$ cat src/rtl/gt_pkg.sv
package gt_pkg;
    localparam int CTRL_W   = 16;
    localparam int NUM_EXP  = 6;
    localparam int EXP_BASE = 25;
    localparam int RUN_BIT  = 15;
    localparam int RST_BIT  = 14;
    localparam int PAD_W    = CTRL_W - 2 - NUM_EXP;

    localparam logic [CTRL_W-1:0] KEY_UNLOCK_A  = 16'h3333;
    localparam logic [CTRL_W-1:0] KEY_UNLOCK_B  = 16'hCCCC;
    localparam logic [CTRL_W-1:0] KEY_REFRESH_A = 16'hAAAA;
    localparam logic [CTRL_W-1:0] KEY_REFRESH_B = 16'h5555;

    localparam logic [NUM_EXP-1:0] EXP_RESET = NUM_EXP'(1) << (NUM_EXP - 1);

    typedef struct packed {
        logic               run;
        logic               rst_en;
        logic [NUM_EXP-1:0] exp_sel;
        logic               open;
        logic               req;
    } ctl_state_t;

    function automatic logic is_onehot(input logic [NUM_EXP-1:0] v);
        return (v != '0) && ((v & (v - NUM_EXP'(1))) == '0);
    endfunction
endpackage

$ cat src/rtl/gt_keypair.sv
// Detects a two-word key: FIRST on one accepted write, SECOND on the next.
module gt_keypair #(
    parameter int                DW     = 16,
    parameter logic [DW-1:0]     FIRST  = '0,
    parameter logic [DW-1:0]     SECOND = '1
) (
    input  logic          clk,
    input  logic          rst_n,
    input  logic          wr,
    input  logic          flush,
    input  logic [DW-1:0] data,
    output logic          hit
);
    logic armed_d, armed_q;

    always_comb begin
        armed_d = armed_q;
        hit     = 1'b0;
        if (flush) begin
            armed_d = 1'b0;
        end else if (wr) begin
            hit     = armed_q && (data == SECOND);
            armed_d = (data == FIRST);
        end
    end

    always_ff @(posedge clk or negedge rst_n) begin
        if (!rst_n) armed_q <= 1'b0;
        else        armed_q <= armed_d;
    end
endmodule

$ cat src/rtl/gt_count.sv
// Power-of-two timeout counter with hold-after-expiry.
module gt_count #(
    parameter int EXP_BASE  = 25,
    parameter int NUM_EXP   = 6,
    parameter int EXP_SHIFT = 0
) (
    input  logic               clk,
    input  logic               rst_n,
    input  logic               run,
    input  logic               restart,
    input  logic [NUM_EXP-1:0] exp_sel,
    output logic               fire,
    output logic               expired
);
    localparam int CW = EXP_BASE + NUM_EXP - 1 - EXP_SHIFT;

    typedef struct packed {
        logic [CW-1:0] cnt;
        logic          expired;
    } cnt_state_t;

    cnt_state_t s_d, s_q;
    logic [NUM_EXP-1:0] term;
    logic at_end;

    for (genvar i = 0; i < NUM_EXP; i++) begin : g_term
        localparam int W = EXP_BASE + i - EXP_SHIFT;
        assign term[i] = &s_q.cnt[W-1:0];
    end

    assign at_end = |(term & exp_sel);

    always_comb begin
        s_d  = s_q;
        fire = 1'b0;
        if (!run || restart) begin
            s_d.cnt     = '0;
            s_d.expired = 1'b0;
        end else if (s_q.expired) begin
            s_d.cnt = '0;
        end else if (at_end) begin
            fire        = 1'b1;
            s_d.cnt     = '0;
            s_d.expired = 1'b1;
        end else begin
            s_d.cnt = s_q.cnt + CW'(1);
        end
    end

    always_ff @(posedge clk or negedge rst_n) begin
        if (!rst_n) s_q <= '0;
        else        s_q <= s_d;
    end

    assign expired = s_q.expired;
endmodule

$ cat src/rtl/gt_cause.sv
// Sticky reset-cause flag, cleared only by power-on reset or a write-one.
module gt_cause (
    input  logic clk,
    input  logic por_n,
    input  logic set,
    input  logic clr,
    output logic flag
);
    logic flag_d, flag_q;

    always_comb begin
        flag_d = flag_q;
        if (set)      flag_d = 1'b1;
        else if (clr) flag_d = 1'b0;
    end

    always_ff @(posedge clk or negedge por_n) begin
        if (!por_n) flag_q <= 1'b0;
        else        flag_q <= flag_d;
    end

    assign flag = flag_q;
endmodule

$ cat src/rtl/guard_timer.sv
module guard_timer
    import gt_pkg::*;
#(
    parameter int EXP_SHIFT = 0
) (
    input  logic              clk,
    input  logic              por_n,
    input  logic              rst_n,
    input  logic              echo_mode,
    input  logic              wr_en,
    input  logic              wr_sel,
    input  logic [CTRL_W-1:0] wr_data,
    output logic [CTRL_W-1:0] ctrl_rd,
    output logic              wdt_cause,
    output logic              wdt_expired,
    output logic              rst_req
);
    ctl_state_t s_d, s_q;

    logic wr_ctrl, seq_wr, seq_flush;
    logic unlock_hit, refresh_hit;
    logic fire, rst_fire;
    logic cause_clr;

    assign wr_ctrl   = wr_en && !wr_sel && !echo_mode;
    assign seq_wr    = wr_ctrl && !s_q.open;
    assign seq_flush = wr_ctrl && s_q.open;
    assign cause_clr = wr_en && wr_sel && wr_data[0];

    gt_keypair #(
        .DW(CTRL_W), .FIRST(KEY_UNLOCK_A), .SECOND(KEY_UNLOCK_B)
    ) u_unlock (
        .clk(clk), .rst_n(rst_n), .wr(seq_wr), .flush(seq_flush),
        .data(wr_data), .hit(unlock_hit)
    );

    gt_keypair #(
        .DW(CTRL_W), .FIRST(KEY_REFRESH_A), .SECOND(KEY_REFRESH_B)
    ) u_refresh (
        .clk(clk), .rst_n(rst_n), .wr(seq_wr), .flush(seq_flush),
        .data(wr_data), .hit(refresh_hit)
    );

    gt_count #(
        .EXP_BASE(EXP_BASE), .NUM_EXP(NUM_EXP), .EXP_SHIFT(EXP_SHIFT)
    ) u_count (
        .clk(clk), .rst_n(rst_n), .run(s_q.run), .restart(refresh_hit),
        .exp_sel(s_q.exp_sel), .fire(fire), .expired(wdt_expired)
    );

    assign rst_fire = fire && s_q.rst_en;

    gt_cause u_cause (
        .clk(clk), .por_n(por_n), .set(rst_fire), .clr(cause_clr),
        .flag(wdt_cause)
    );

    always_comb begin
        s_d     = s_q;
        s_d.req = rst_fire;
        if (unlock_hit) begin
            s_d.open = 1'b1;
        end
        if (seq_flush) begin
            s_d.open   = 1'b0;
            s_d.run    = wr_data[RUN_BIT];
            s_d.rst_en = wr_data[RST_BIT];
            if (is_onehot(wr_data[NUM_EXP-1:0])) begin
                s_d.exp_sel = wr_data[NUM_EXP-1:0];
            end
        end
    end

    always_ff @(posedge clk or negedge rst_n) begin
        if (!rst_n) begin
            s_q         <= '0;
            s_q.exp_sel <= EXP_RESET;
        end else begin
            s_q <= s_d;
        end
    end

    assign ctrl_rd = {s_q.run, s_q.rst_en, {PAD_W{1'b0}}, s_q.exp_sel};
    assign rst_req = s_q.req;
endmodule

$ cat config.mk
export PLATFORM = sky130hd
export DESIGN_NAME = guard_timer
export DESIGN_NICKNAME = d
export VERILOG_FILES = /design/src/rtl/gt_pkg.sv /design/src/rtl/gt_keypair.sv /design/src/rtl/gt_count.sv /design/src/rtl/gt_cause.sv /design/src/rtl/guard_timer.sv
export SDC_FILE = /design/constraint.sdc
export NUM_CORES = 1
export LEC_CHECK = 0
export BUFFER_PORTS_ARGS = -buffer_cell sky130_fd_sc_hd__clkbuf_2
export CAP_MARGIN = 20
export CORE_MARGIN = 2
export CORE_UTILIZATION = 57
export DETAILED_ROUTE_END_ITERATION = 10
export PLACE_DENSITY = 0.8
export SETUP_SLACK_MARGIN = 0.2
export SYNTH_ARGS = -nofsm -noshare
export SYNTH_HDL_FRONTEND = slang
export SYNTH_HIERARCHICAL = 1
export SYNTH_SLANG_ARGS = --single-unit
$ cat constraint.sdc
create_clock -name clk -period 2.9 [get_ports clk]
set_input_delay 0.58 -clock clk [delete_from_list [all_inputs] [get_ports clk]]
set_output_delay 0.58 -clock clk [all_outputs]
set_load 0.05 [all_outputs]
### Yosys cells after proc, flatten, opt, wreduce, memory -nomap -nowiden

Index checks and enable logic that the tools add are counted.

| cells by class | value |
|---|---|
| muxes and demuxes | 19 |
| reduce and logical (&&, ||, !) cells | 28 |
| $add $sub $neg | 2 |
| equal/unequal tests | 4 |
| bitwise logic cells | 2 |

Operator list:

| cell | number |
|---|---|
| $mux W30 | 2 |
| $eq A16 B16 Y1 const B | 2 |
| $mux W31 | 1 |
| $add A30 B1 Y30 const B | 1 |
| $reduce_and A30 Y1 | 1 |
| $reduce_and A29 Y1 | 1 |
| $reduce_and A28 Y1 | 1 |
| $reduce_and A27 Y1 | 1 |
| $reduce_and A26 Y1 | 1 |
| $reduce_and A25 Y1 | 1 |
| $eq A16 B14 Y1 const B | 1 |
| $eq A16 B15 Y1 const B | 1 |
| $mux W1 | 16 |
| $and A6 B6 Y6 | 2 |
| $logic_and A1 B1 Y1 | 10 |
| $logic_not A6 Y1 | 1 |
| $reduce_bool A2 Y1 | 3 |
| $reduce_bool A6 Y1 | 1 |
| $reduce_or A6 Y1 | 1 |
| $sub A6 B1 Y6 const B | 1 |
| $logic_not A1 Y1 | 4 |
| $reduce_and A2 Y1 | 1 |
| $logic_or A1 B1 Y1 | 1 |

| word-level totals | value |
|---|---|
| output and inout port bits | 19 |
| register bits | 44 |
| word-level logic and storage cells | 65 |

### Logic depth before layout (Yosys ltp)

| logic depth | value |
|---|---|
| depth in word-level cells | 10 |
| gate-level depth with buffers | 10 |
| gate-level depth less buffers | 9 |

### Hierarchy

The synthesis kept the hierarchy.

Modules (own cells, without submodules):

| module | times used | seq. area each (um2) | cells each | area each (um2) |
|---|---|---|---|---|
| gt_count | 1 | 775.7 | 182 | 1,762.9 |
| guard_timer | 1 | 251.5 | 54 | 589.3 |
| gt_keypair (u_refresh) | 1 | 25.0 | 14 | 166.4 |
| gt_keypair (u_unlock) | 1 | 25.0 | 15 | 162.7 |
| gt_cause | 1 | 25.0 | 3 | 36.3 |

### Worst setup path before layout

Ideal clock, no wire load.

| timing | value |
|---|---|
| path type | input port to flip-flop |
| from | in wr_sel |
| to | reg u_count/s_q[16] in the netlist's numbering |
| buffers on the path | 1 |
| data required time | 2,751 ps |
| arrival | 2,438 ps |
| path slack | 313 ps |
| cell stages on the path | 8 |
| cell sequence | nor4b_1 and4b_1 nand4_1 nor4b_2 inv_1 nand3b_1 clkbuf_1 a211oi_1 |

RTL lines:

| what | line | source |
|---|---|---|
| start, declared | guard_timer.sv:11 | `input logic wr_sel,` |
| end signal, assigned | gt_count.sv:51 | `if (!rst_n) s_q <= '0;` |
| end signal, assigned | gt_count.sv:52 | `else s_q <= s_d;` |
| end, declared | gt_count.sv:22 | `cnt_state_t s_d, s_q;` |

==> flow_metrics.tcl <==
set metrics [dict create \
    outcome "completed" \
    hold_path.class "in2async" \
    areaGrowthSynthToFinish_pct 9.30 \
    start_kind "flop" \
    fin_crit_sh 0.770 \
    cap_viol_max_count 0 \
    numCtsBuffers 5 \
    rows 25 \
    synth_ff_type "dfrtp_1" \
    worstPathCellList "nand4_2, or4_1, or4_1, a211oi_2" \
    avgViaCountPerCell 6.24 \
    post_cts_buffers 0 \
    p_comb_frac 0.077 \
    clk_path_buf_depth 2 \
    fill_cells 386 \
    synth_warnings 6 \
    yosys.cell_types.count 52 \
    leakage_nw 1.21 \
    die_w_um 73.1 \
    critical_path_class "reg2reg" \
    clk_pin_slew_ns 0.09 \
    crit_fanout 9 \
    setup.worst_path.end_class "flop" \
    required_ns 3.12 \
    dieArea_mm2 0.00534 \
    power.share.clock 0.398 \
    syn_inst 268 \
    fmax_ghz 0.448 \
    routed_wl_um 5440 \
    pin_count 41 \
    multi_input_area_mm2 0.00145 \
    cts_tree "yes" \
    synthArstFlopShare 1.00 \
    tns_ns 0 \
    p_int_mw 0.903 \
    power.density_mw_per_mm2 397 \
    core_area_mm2 0.00466 \
    grt_max_degree 44 \
    grt_setup_unrepaired "false" \
    cp_slowest_cell "or4_1" \
    ys_ff_latch 44 \
    root_buffer "clkbuf_8" \
    cpMostUsedCell "or4_1" \
    synth_area_mm2 0.00272 \
    cts_hold_buffers 0 \
    cts.sink_count 44 \
    antenna_found_initial 0 \
    insertion_delay_ns 0.30 \
    max_stage_delay_ns 0.73 \
    place_congestion 0.851 \
    htree_levels 2 \
    fin_cells 349 \
    vias 2179 \
    dp_hpwl_um 3830 \
    dp_cells 340 \
    synth_edf_count 0 \
    seqPwrFrac 0.525 \
    grt_overflow 0 \
    grt_first_pass_wirelength_um 9410 \
    io_buffers 32 \
    p_switching_mw 0.278 \
    regArea_mm2 0.00110 \
    layout-drive-gt1-share 0.231 \
    hold_viol 0 \
    drc 0 \
    post_cts_resized 0 \
    track_usage 0.226 \
    finClkSkew_ns 0.0114 \
    setup_viol 0 \
    die_h_um 73.1 \
    ir_drop_mv 0.247 \
    fin_nets 317 \
    crit_arrival_ns 2.45 \
    dr.pass1.iters 4 \
    finalMaxSlewViolations 0 \
    ys_seq_area_frac 0.406 \
    wl_per_cell_um 15.6 \
    avgSynthCellArea_um2 10.1 \
    drtAntennaViolNets 0 \
    antennaDiodeCount 0 \
    period_minus_slack_ns 2.23 \
    start_util 0.583 \
    drt_iter0_markers 147 \
    switching_share 0.235 \
    grt_pass1_vias 2107 \
]
cells by family after synthesis:
| kind of cell | after synthesis | share of synthesized area |
|---|---|---|
| other cells | 1 | 0.00138 |
| buf+inv | 32 | 0.0709 |
| mux | 6 | 0.0249 |
| simple gates | 125 | 0.315 |
| flops | 44 | 0.406 |
| fa+ha+maj | 1 | 0.00460 |
| xor+xnor | 15 | 0.0483 |
| compound gates | 44 | 0.129 |
power groups by stage:
stage / clock network [mW] / logic, mW / registers (mW)
2_1_floorplan: 0 / 0.0555 / 0.631
3_3_place_gp: 0 / 0.0861 / 0.632
3_5_place_dp: 0 / 0.0881 / 0.632
4_1_cts: 0.482 / 0.0883 / 0.619
5_1_grt: 0.505 / 0.0998 / 0.620
6_report: 0.470 / 0.0911 / 0.619
cells in the final DEF, fill, tap and decap left out, types with 8 or more instances in the layout:
| cell type | synthesis | layout |
|---|---|---|
| or4_1 | 8 | 8 |
| conb_1 | 1 | 8 |
| o21ai_0 | 8 | 8 |
| dfrtp_1 | 43 | 43 |
| nand4_1 | 12 | 12 |
| a211oi_1 | 9 | 9 |
| nand2_1 | 11 | 11 |
| nor3_1 | 20 | 20 |
| and4bb_1 | 10 | 10 |
| clkbuf_2 | 0 | 32 |
| nand3_1 | 13 | 13 |
| xnor2_1 | 12 | 12 |
critical path, delay by kind of cell (launching register included):
kind / cells / cell delay [ns]
simple gates: 3 / 1.46
flops: 1 / 0.48
compound gates: 1 / 0.22
synth_stat cells, drive strengths merged (2+ instances only):
library cell,n,share of area
a211oi,13,0.043
a21o,3,0.0083
a21oi,6,0.011
and2,2,0.0046
and3,6,0.014
and4bb,15,0.069
buf,21,0.056
clkbuf,5,0.0069
dfrtp,43,0.40
inv,6,0.0083
mux2,6,0.025
nand2,11,0.015
nand3,14,0.030
nand4,13,0.032
nor2,7,0.0097
nor2b,2,0.0046
nor3,20,0.037
nor3b,2,0.0055
nor4,7,0.016
nor4b,2,0.0087
o21ai,9,0.018
o31ai,7,0.019
or3,7,0.016
or4,10,0.030
xnor2,12,0.039
xor2,3,0.0097
per-stage QoR:
step | instance area, um^2 | hold WS (ns) | setup WS [ns] | total power, mW | utilization
after global placement | 2840 | 0.355 | 0.597 | 0.718 | 0.609
after global routing | 2970 | 0.0125 | 0.561 | 1.22 | 0.637
after detailed placement | 2840 | 0.358 | 0.531 | 0.720 | 0.609
after floorplan | 2740 | 0.284 | 0.313 | 0.687 | -
after CTS | 2950 | 0.0245 | 0.677 | 1.19 | 0.633
final | 2970 | 0.0312 | 0.666 | 1.18 | 0.637
worst paths after layout:
path | startpoint | end | slack, ns | depth (start not counted)
setup / recovery | u_count/s_q[17]$_DFF_PN0_ | u_count/s_q[30]$_DFF_PN0_ | 0.67 | 4
hold / removal | por_n | u_cause/flag$_DFFE_PN0P_ | 0.03 | 1
setup reg to reg | u_count/s_q[17]$_DFF_PN0_ | u_count/s_q[30]$_DFF_PN0_ | 0.67 | 4
hold reg to reg | u_cause/flag$_DFFE_PN0P_ | u_cause/flag$_DFFE_PN0P_ | 0.49 | 1
max in group asynchronous | rst_n | ctrl_rd[5]$_DFFE_PN1P_ | 2.27 | 2
min in group clk | u_cause/flag$_DFFE_PN0P_ | u_cause/flag$_DFFE_PN0P_ | 0.49 | 1
flip-flops by register name (all words and copies together), names as in the netlist:
signal	count
u_count/s_q	30
u_count/expired	1
u_cause/flag	1
ctrl_rd	8
u_unlock/armed_q	1
s_q	1
u_refresh/armed_q	1
rst_req	1
layer usage:
layer | routed length [um] | up-vias | GRT usage
li1 | - | 1066 | -
met4 | 51 | 0 | 0.0658
met5 | 0 | - | 0
met2 | 2660 | 49 | 0.362
met1 | 2540 | 1060 | 0.310
met3 | 187 | 4 | 0.0456
layout make-up:
cell class                 count  share of cell area
clock inverter                 3              0.0143
tap                           54              0.0227
sequential                    44               0.371
multi-input combinational    199               0.488
inverter                       6             0.00758
clock buffer                   5              0.0232
timing repair buffer          38              0.0733
Note: power is estimated with default switching activity, not from simulation.
